`src/rtl/bwd_pkg.sv`:
```
package bwd_pkg;

   localparam int unsigned MAX_LANES = 4;

   typedef enum logic [1:0] {
      CYC_IDLE   = 2'd0,
      CYC_READ   = 2'd1,
      CYC_GLOBAL = 2'd2,
      CYC_LANE   = 2'd3
   } cyc_kind_e;

   // Mask of the configured lanes within the fixed-width port
   function automatic logic [MAX_LANES-1:0] lane_mask(input int unsigned n);
      logic [MAX_LANES-1:0] m;
      for (int i = 0; i < MAX_LANES; i++) m[i] = (i < n);
      return m;
   endfunction

endpackage

```
`src/rtl/bwd_cycle_class.sv`:
```
module bwd_cycle_class
   import bwd_pkg::*;
#(
   parameter int unsigned NUM_LANES = 4
) (
   input  logic                 cyc_vld_i,
   input  logic                 proc_start_i,
   input  logic                 all_wr_ni,
   input  logic                 lane_gate_ni,
   input  logic [MAX_LANES-1:0] lane_wr_ni,
   output cyc_kind_e            kind_o
);
   localparam logic [MAX_LANES-1:0] EN_MASK = lane_mask(NUM_LANES);

   logic any_lane_sel;
   assign any_lane_sel = |(~lane_wr_ni & EN_MASK);

   always_comb begin
      if (!cyc_vld_i)                        kind_o = CYC_IDLE;
      else if (proc_start_i)                 kind_o = CYC_READ;
      else if (!all_wr_ni)                   kind_o = CYC_GLOBAL;
      else if (!lane_gate_ni && any_lane_sel) kind_o = CYC_LANE;
      else                                   kind_o = CYC_READ;
   end
endmodule

```
`src/rtl/bwd_lane_gate.sv`:
```
module bwd_lane_gate
   import bwd_pkg::*;
#(
   parameter int unsigned NUM_LANES = 4
) (
   input  cyc_kind_e            kind_i,
   input  logic [MAX_LANES-1:0] lane_wr_ni,
   output logic [MAX_LANES-1:0] lane_req_o,
   output logic                 any_wr_o
);
   for (genvar g = 0; g < MAX_LANES; g++) begin : g_lane
      if (g < NUM_LANES) begin : g_live
         always_comb begin
            unique case (kind_i)
               CYC_GLOBAL: lane_req_o[g] = 1'b1;
               CYC_LANE:   lane_req_o[g] = ~lane_wr_ni[g];
               default:    lane_req_o[g] = 1'b0;
            endcase
         end
      end else begin : g_absent
         assign lane_req_o[g] = 1'b0;
      end
   end

   assign any_wr_o = (kind_i == CYC_GLOBAL) || (kind_i == CYC_LANE);
endmodule

```
`src/rtl/bwd_stb_reg.sv`:
```
module bwd_stb_reg
   import bwd_pkg::*;
(
   input  logic                 clk_i,
   input  logic                 rst_ni,
   input  logic [MAX_LANES-1:0] lane_req_i,
   input  logic                 any_wr_i,
   output logic [MAX_LANES-1:0] lane_stb_o,
   output logic                 drv_off_o
);
   always_ff @(posedge clk_i or negedge rst_ni) begin
      if (!rst_ni) begin
         lane_stb_o <= '0;
         drv_off_o  <= 1'b0;
      end else begin
         lane_stb_o <= lane_req_i;
         drv_off_o  <= any_wr_i;
      end
   end
endmodule

```
`src/rtl/byte_write_decoder.sv`:
```
module byte_write_decoder
   import bwd_pkg::*;
#(
   parameter int unsigned NUM_LANES = 4
) (
   input  logic                 clk_i,
   input  logic                 rst_ni,
   input  logic                 cyc_vld_i,
   input  logic                 proc_start_i,
   input  logic                 all_wr_ni,
   input  logic                 lane_gate_ni,
   input  logic [MAX_LANES-1:0] lane_wr_ni,
   output logic [MAX_LANES-1:0] lane_stb_o,
   output logic                 drv_off_o
);
   if (NUM_LANES != 2 && NUM_LANES != 4) begin : g_bad_cfg
      $error("byte_write_decoder: NUM_LANES must be 2 or 4");
   end

   cyc_kind_e            kind;
   logic [MAX_LANES-1:0] lane_req;
   logic                 any_wr;

   bwd_cycle_class #(.NUM_LANES(NUM_LANES)) u_class (
      .cyc_vld_i    (cyc_vld_i),
      .proc_start_i (proc_start_i),
      .all_wr_ni    (all_wr_ni),
      .lane_gate_ni (lane_gate_ni),
      .lane_wr_ni   (lane_wr_ni),
      .kind_o       (kind)
   );

   bwd_lane_gate #(.NUM_LANES(NUM_LANES)) u_gate (
      .kind_i     (kind),
      .lane_wr_ni (lane_wr_ni),
      .lane_req_o (lane_req),
      .any_wr_o   (any_wr)
   );

   bwd_stb_reg u_reg (
      .clk_i      (clk_i),
      .rst_ni     (rst_ni),
      .lane_req_i (lane_req),
      .any_wr_i   (any_wr),
      .lane_stb_o (lane_stb_o),
      .drv_off_o  (drv_off_o)
   );
endmodule

```
`config.mk`:
```
export PLATFORM = sky130hd
export DESIGN_NAME = byte_write_decoder
export DESIGN_NICKNAME = d
export VERILOG_FILES = /design/src/rtl/bwd_pkg.sv /design/src/rtl/bwd_cycle_class.sv /design/src/rtl/bwd_lane_gate.sv /design/src/rtl/bwd_stb_reg.sv /design/src/rtl/byte_write_decoder.sv
export SDC_FILE = /design/constraint.sdc
export NUM_CORES = 1
export LEC_CHECK = 0
export ABC_CLOCK_PERIOD_IN_PS = 800
export BUFFER_PORTS_ARGS = -buffer_cell sky130_fd_sc_hd__buf_2
export CAP_MARGIN = 20
export CORE_AREA = 3 3 40 42
export CTS_CLUSTER_SIZE = 25
export DETAILED_ROUTE_END_ITERATION = 8
export DIE_AREA = 0 0 43 45
export SLEW_MARGIN = 20
export SYNTH_ARGS = -nofsm -noshare
export SYNTH_HDL_FRONTEND = slang
export SYNTH_SLANG_ARGS = --single-unit
```
`constraint.sdc`:
```
create_clock -name clk_i -period 0.8 [get_ports clk_i]
set_input_delay 0.04 -clock clk_i [delete_from_list [all_inputs] [get_ports clk_i]]
set_output_delay 0.04 -clock clk_i [all_outputs]
set_load 0.01 [all_outputs]
```
# Word level (Yosys, flattened, before mapping)
# Index checks and enable logic that the tools add are counted.
[totals]
reg_bits = 5
inputBits = 10
word_cells = 21
[op_classes]
n_eq_ne = 2
muxes = 8
bitwise_logic = 5
reduce_logical = 4
[op_table]
columns = ["cell", "n"]
rows = [
  ["$mux W2", 4],
  ["$pmux W1 S2", 4],
  ["$eq A2 B2 Y1 const B", 2],
  ["$not A1 Y1", 4],
  ["$not A4 Y4", 1],
  ["$reduce_or A4 Y1", 1],
  ["$logic_and A1 B1 Y1", 1],
  ["$logic_not A1 Y1", 1],
  ["$logic_or A1 B1 Y1", 1],
]

# Longest topological paths before layout
# Gate-level depths: netlist of the first run.
[logic_depth]
depth_word = 9
mapped_depth = 2

# By module
# A second synthesis of the first run with hierarchy kept.
[hier_totals]
hier_cells = 14
area_unflattened_um2 = 196.4
[modules_own_cells]
columns = ["module", "instances", "cells_per_inst", "area_per_inst_um2", "seq_area_each_um2"]
rows = [
  ["bwd_stb_reg", 1, 5, 125.1, 125.1],
  ["bwd_lane_gate", 1, 5, 37.5, 0.0],
  ["bwd_cycle_class", 1, 4, 33.8, 0.0],
]

# Worst setup path after synthesis of the first run
# Ideal clock, no wire load.
[synth_timing]
path_kind = "input to register"
start = "input port lane_wr_ni[2]"
end = "register u_reg.drv_off_o"
t_arrival_ps = 378
slack_ps = 349
stages = 2
n_path_buf = 0
path_cell_list = "a41o_1 -> a21oi_2"
[synth_via]
elab_chain_cells = 9
word_cells_on_any_way = 10
classes_between = "2 x eq/ne; 4 x mux; 1 x bitwise; 3 x reduce/logical"
[synth_rtl]
columns = ["element", "line_no", "source"]
rows = [
  ["start: declaration", "byte_write_decoder.sv:12", "input logic [MAX_LANES-1:0] lane_wr_ni,"],
  ["$not A4 Y4 *", "bwd_cycle_class.sv:16", "assign any_lane_sel = |(~lane_wr_ni & EN_MASK);"],
  ["$reduce_or A4 Y1 *", "bwd_cycle_class.sv:16", ""],
  ["$logic_and A1 B1 Y1 *", "bwd_cycle_class.sv:22", "else if (!lane_gate_ni && any_lane_sel) kind_o = CYC_LANE;"],
  ["$mux W2 *", "bwd_cycle_class.sv:22", ""],
  ["$mux W2 *", "bwd_cycle_class.sv:21", "else if (!all_wr_ni) kind_o = CYC_GLOBAL;"],
  ["$mux W2 *", "bwd_cycle_class.sv:20", "else if (proc_start_i) kind_o = CYC_READ;"],
  ["$mux W2 *", "bwd_cycle_class.sv:19", "if (!cyc_vld_i) kind_o = CYC_IDLE;"],
  ["$eq A2 B2 Y1", "bwd_lane_gate.sv:25", "assign any_wr_o = (kind_i == CYC_GLOBAL) || (kind_i == CYC_LANE);"],
  ["$logic_or A1 B1 Y1 *", "bwd_lane_gate.sv:25", ""],
  ["named net any_wr", "byte_write_decoder.sv:22", "logic any_wr;"],
  ["end signal: assignment", "bwd_stb_reg.sv:17", "drv_off_o <= any_wr_i;"],
  ["end: declaration", "bwd_stb_reg.sv:9", "output logic drv_off_o"],
]
# The timed path passes the listed nets; every way through them passes the cells marked *.

# Worst setup path in the final report of the first run
[layout_timing]
start = "register u_reg.lane_stb_o[2]"
end = "output port lane_stb_o[2]"
[layout_rtl]
columns = ["element", "line_no", "source"]
rows = [
  ["start: declaration", "bwd_stb_reg.sv:8", "output logic [MAX_LANES-1:0] lane_stb_o,"],
  ["start signal: assignment", "bwd_stb_reg.sv:16", "lane_stb_o <= lane_req_i;"],
  ["end: declaration", "byte_write_decoder.sv:13", "output logic [MAX_LANES-1:0] lane_stb_o,"],
]
# No word-level cell between the ends.

==> flow_summary_export.csv, run 1 <==
group,metric,value,unit
placement,numPortBuffers,14,
critical_path,cp_top_family,"flip-flops",
sta,slew_headroom,86.8,%
placement,detailed_place.area,284,um2
global_route,grt_pass1_vias,198,
critical_path,worstSetupStartpoint,"u_reg.lane_stb_o[2]",
synth,yosysUniqueCellTypes,6,
critical_path,critical_path.startpoint_type,"flop",
floorplan,die_area,1940,um2
clocking,cts_max_level,1,
final_layout,layoutNonFillerInstCount,50,
sta,final_hold_viol_count,0,
critical_path,cp.required,0.76,ns
clocking,cts_made_buffers,3,
synth,postSynthAreaPerCell,12.2,um2
clocking,cts_resized,0,
sta,final-max-slew-violation-count,0,
critical_path,critical-path-slowest-cell,"dfrtp_1",
clocking,tritoncts_clock_tree,"yes",
job,timing.max_cap.violations,0,
route,vias,184,
sta,totalNegativeSetupSlack,0,ns
final_layout,count_of_inserted_antenna_diode_cells,0,
route,postRouteAntennaNets,0,
global_route,number_of_antenna_violations_at_the_first_check_in_global_routing,0,
final_layout,mostFrequentLayoutCell,"buf_2",
final_layout,final_cell_area,320,um2
critical_path,cp.buffers_inverters,1,
power,pwrdens,1980,nW/um2
sta,worst_slew_pin_slew,0.198,ns
clocking,cell_at_the_root_of_the_clock_tree,"clkbuf_4",
run_status,run_status,"completed",
min_path,holdCritStartpoint,"all_wr_ni",
critical_path,worst_setup_path_end_kind,"output port",
critical_path,crit_chain,"buf_2",
critical_path,setup.worst_path.class,"flop to output port",
synth,yosys_register_bits,5,
floorplan,floorplan.io_pins,15,
final_layout,post_route_cells_drive_above_1_share,51.4,%
route,vias_per_cell,3.68,
clocking,clock_sink_total,5,
route,post_detailed_routing_wire_length,456,um
sta,final.min_clock_period,0.763,ns
synth,ys.warnings.count,0,
min_path,worst_hold_path_type,"input port to flop",
final_layout,final_util,24.9,%
synth,synthCells,16,
global_route,grt_first_pass_wirelength,800,um
floorplan,dieHeight,45,um
sta,finalSetupViolations,0,
global_route,largest_net_degree_at_the_start_of_global_routing,6,
synth,synth-seq-area-share,64.1,%
synth,mappedNetlistArea,195,um2
floorplan,initial_utilization,15.2,%
floorplan,fp.coreArea,1280,um2
critical_path,timing.critical_path.fanout_max,1,
clocking,clock_transition_at_path_regs,0.04,ns
final_layout,most-common-layout-cells,"buf_2 (14), dfrtp_1 (5), o21a_1 (4), nor2_1 (4), clkbuf_4 (3)",
final_layout,regArea,125,um2
critical_path,slowest_delay,0.35,ns
sta,achievable-frequency,1310,MHz
global_route,grt_remaining_overflow,0,
synth,postSynthNetCount,26,
power,static-leakage-power,0.173,nW
floorplan,fp-row-count,13,
final_layout,nets_finish,46,
route,drtIter0Drc,1,
route,drc,0,
sta,grt_setup_unrepaired,"no",
route,wire_per_inst,9.12,um
power,power.ir.vdd_worst,0.323,mV
placement,placer_congestion,0.719,
critical_path,cp_data_arrival_time,0.72,ns
clocking,clock_path_buffers,2,
clocking,postCtsSetupRepairBufs,0,
final_layout,multi_input_comb_area,70.1,um2
placement,dpl.cell_count,45,
final_layout,area.growth.synth_to_final,64.1,%
global_route,groute.usage.overall,6.63,%
final_layout,layout.filler_cells,136,
sta,period_share,95.4,%
route,detail_route.first_pass.iterations,2,
floorplan,die_x,43,um
## cell usage after synthesis
cell      number  share of area (%)
nor2_1         4                7.7
nand2b_1       1                3.2
dfrtp_1        5                 64
o21a_1         4                 15
a41o_1         1                5.1
a21oi_2        1                4.5
## where the power goes
part | internal (mW) | switching, mW | leakage [nW]
Combinational | 0.0421 | 0.0414 | 0.0918
Sequential | 0.266 | 0.00225 | 0.0664
Clock | 0.188 | 0.0953 | 0.0150
Total | 0.496 | 0.139 | 0.173
## per-layer routing
| layer | vias up | track usage (%) | wire [um] |
|---|---|---|---|
| li1 | 94 | - | - |
| met1 | 71 | 7.14 | 216 |
| met2 | 17 | 6.89 | 125 |
| met3 | 2 | 5.98 | 99 |
| met4 | 0 | 7.23 | 15 |
| met5 | - | 0 | 0 |
## metrics by stage
stage	worst slack [ns]	hold slack, ns	total power, mW
6_report	0.0365	0.0272	0.635
5_1_grt	0.00472	0.0390	0.684
4_1_cts	0.0237	0.0172	0.652
3_5_place_dp	0.196	-0.144	0.352
3_3_place_gp	0.213	-0.146	0.352
2_1_floorplan	0.349	-0.256	0.304
## state kept, by name, indices dropped and copies added, names as in the netlist
register,flops
u_reg.drv_off_o,1
u_reg.lane_stb_o,4
## area by class of cell
class	instances	area share [%]
multi-input combinational	11	21.9
tap	15	5.86
sequential	5	39.1
clock buffer	4	8.20
timing repair buffer	15	25.0
## repair_timing
item,4_1_cts,5_1_grt
endpoints found under the setup margin,0,0
endpoints found under the hold margin,5,0
hold buffers,1,0
## kinds of logic after synthesis
kind of cell	share of synthesized area, %
simple gates	10.9
compound gates	25.0
flops	64.1
## path summary, 6_finish.rpt
| check | cells after the start | slack [ns] | end |
|---|---|---|---|
| hold / removal | 2 | 0.03 | u_reg.drv_off_o |
| min in group asynchronous | 2 | 0.15 | u_reg.lane_stb_o[1] |
| setup / recovery | 1 | 0.04 | lane_stb_o[2] |
| max in group asynchronous | 2 | 0.53 | u_reg.lane_stb_o[2] |
(Power assumes the default switching activity.)
==> run 2: changes to the inputs <==
--- a/config.mk
+++ b/config.mk
@@ -12,6 +12,7 @@
 export CTS_CLUSTER_SIZE = 25
 export DETAILED_ROUTE_END_ITERATION = 8
 export DIE_AREA = 0 0 43 45
+export SETUP_SLACK_MARGIN = 0.4
 export SLEW_MARGIN = 20
 export SYNTH_ARGS = -nofsm -noshare
 export SYNTH_HDL_FRONTEND = slang
==> run 2 against run 1 <==
  * Flip-flop and latch count unchanged
  * Cell area unchanged
  * Fmax about the same
  * Clock power barely moved
  * Via count fell by 0.54%
==> flow_summary_export.csv, run 2 (same netlist as run 1, synthesis figures left out) <==
group,metric,value,unit
sta,achievable-frequency,1310,MHz
final_layout,nets_finish,46,
critical_path,crit_chain,"buf_2",
route,post_detailed_routing_wire_length,461,um
critical_path,critical-path-slowest-cell,"dfrtp_1",
global_route,groute.usage.overall,6.37,%
critical_path,cp_data_arrival_time,0.72,ns
sta,final.min_clock_period,0.763,ns
global_route,grt_first_pass_wirelength,814,um
placement,dpl_worst_slack,0.225,ns
global_route,number_of_antenna_violations_at_the_first_check_in_global_routing,0,
route,wire_per_inst,9.22,um
final_layout,reg.largest.list,"u_reg.lane_stb_o: 4 flops, u_reg.drv_off_o: 1 flops",
floorplan,initial_utilization,15.2,%
route,vias,183,
critical_path,worst_setup_path_end_kind,"output port",
critical_path,slowest_delay,0.35,ns
final_layout,count_of_inserted_antenna_diode_cells,0,
critical_path,setup.worst_path.class,"flop to output port",
power,static-leakage-power,0.173,nW
route,drc,0,
clocking,cts_resized,0,
global_route,grt_remaining_overflow,0,
clocking,postCtsSetupRepairBufs,0,
sta,worst_slew_pin_slew,0.209,ns
clocking,tritoncts_clock_tree,"yes",
route,vias_per_cell,3.66,
placement,placer_congestion,0.695,
critical_path,cp.required,0.76,ns
min_path,worst_hold_path_type,"input port to flop",
route,detail_route.first_pass.iterations,1,
floorplan,fp.coreArea,1280,um2
sta,period_share,95.4,%
route,drtIter0Drc,0,
placement,detailed_place.area,284,um2
final_layout,post_route_cells_drive_above_1_share,51.4,%
clocking,cts_max_level,1,
final_layout,layout.filler_cells,140,
critical_path,timing.critical_path.fanout_max,1,
final_layout,final_cell_area,320,um2
critical_path,cp.buffers_inverters,1,
sta,grt_setup_unrepaired,"yes",
clocking,cell_at_the_root_of_the_clock_tree,"clkbuf_4",
clocking,cts_made_buffers,3,
sta,finalSetupViolations,0,
clocking,clock_sink_total,5,
clocking,clock_transition_at_path_regs,0.04,ns
clocking,clock_path_buffers,2,
sta,totalNegativeSetupSlack,0,ns
global_route,grt_pass1_vias,203,
final_layout,mostFrequentLayoutCell,"buf_2",
final_layout,most-common-layout-cells,"buf_2 (14), dfrtp_1 (5), o21a_1 (4), nor2_1 (4), clkbuf_4 (3)",
placement,numPortBuffers,14,
sta,final-max-slew-violation-count,0,
floorplan,fp-row-count,13,
floorplan,die_x,43,um
critical_path,critical_path.startpoint_type,"flop",
floorplan,die_area,1940,um2
final_layout,largest_register_ffs,4,
floorplan,dieHeight,45,um
sta,slew_headroom,86.1,%
final_layout,largest-register,"u_reg.lane_stb_o",
sta,setup_slack,0.0367,ns
route,postRouteAntennaNets,0,
sta,final_hold_viol_count,0,
power,power.ir.vdd_worst,0.365,mV
global_route,largest_net_degree_at_the_start_of_global_routing,6,
run_status,run_status,"completed",
critical_path,cp_top_family,"flip-flops",
floorplan,floorplan.io_pins,15,
job,timing.max_cap.violations,0,
final_layout,area.growth.synth_to_final,64.1,%
power,pwrdens,1980,nW/um2
-- run 2: cell counts in the layout (fill, tap and decap cells not counted) --
No cell type changed its count.
-- run 2: where the power goes --
group | total (mW) | switching [mW] | internal (mW)
clock network | 0.282 | 0.0942 | 0.188
logic | 0.0837 | 0.0417 | 0.0421
registers | 0.268 | 0.00248 | 0.266
-- run 2: worst paths after layout --
check	from	end	slack (ns)	cells past startpoint
max in group asynchronous	rst_ni	u_reg.drv_off_o	0.52	2
min in group asynchronous	rst_ni	u_reg.lane_stb_o[1]	0.15	2
max	u_reg.lane_stb_o[2]	lane_stb_o[2]	0.04	1
min	all_wr_ni	u_reg.drv_off_o	0.04	2
-- run 2: routing by layer --
layer / vias up / GRT usage, % / wire length, um
met5: - / 0 / 0
met4: 0 / 7.23 / 0
met3: 0 / 3.98 / 91
met2: 15 / 6.89 / 159
met1: 74 / 7.62 / 211
li1: 94 / - / -
-- run 2: stage by stage --
step	utilization (%)	total power, mW	cells	hold slack [ns]
finish	24.9	0.634	50	0.0424
global route	24.9	0.667	50	0.0444
CTS	24.9	0.652	50	0.0302
detailed placement	22.1	0.352	45	-0.146
global placement	22.1	0.352	45	-0.146
floorplan	-	0.304	16	-0.256
-- run 2: timing repair --
item / 4_1_cts / 5_1_grt
endpoints found under the hold margin: 5 / 0
endpoints found under the setup margin: 5 / 5
pin swaps: 0 / 0
hold buffers: 1 / 0
-- run 2: cell type report --
| class | instances | area, um2 | area share [%] |
|---|---|---|---|
| repair buffers | 15 | 80.1 | 25.0 |
| flip-flops and latches | 5 | 125 | 39.1 |
| clock buffers | 4 | 26.3 | 8.20 |
| multi-input cells | 11 | 70.1 | 21.9 |
| well taps | 15 | 18.8 | 5.86 |
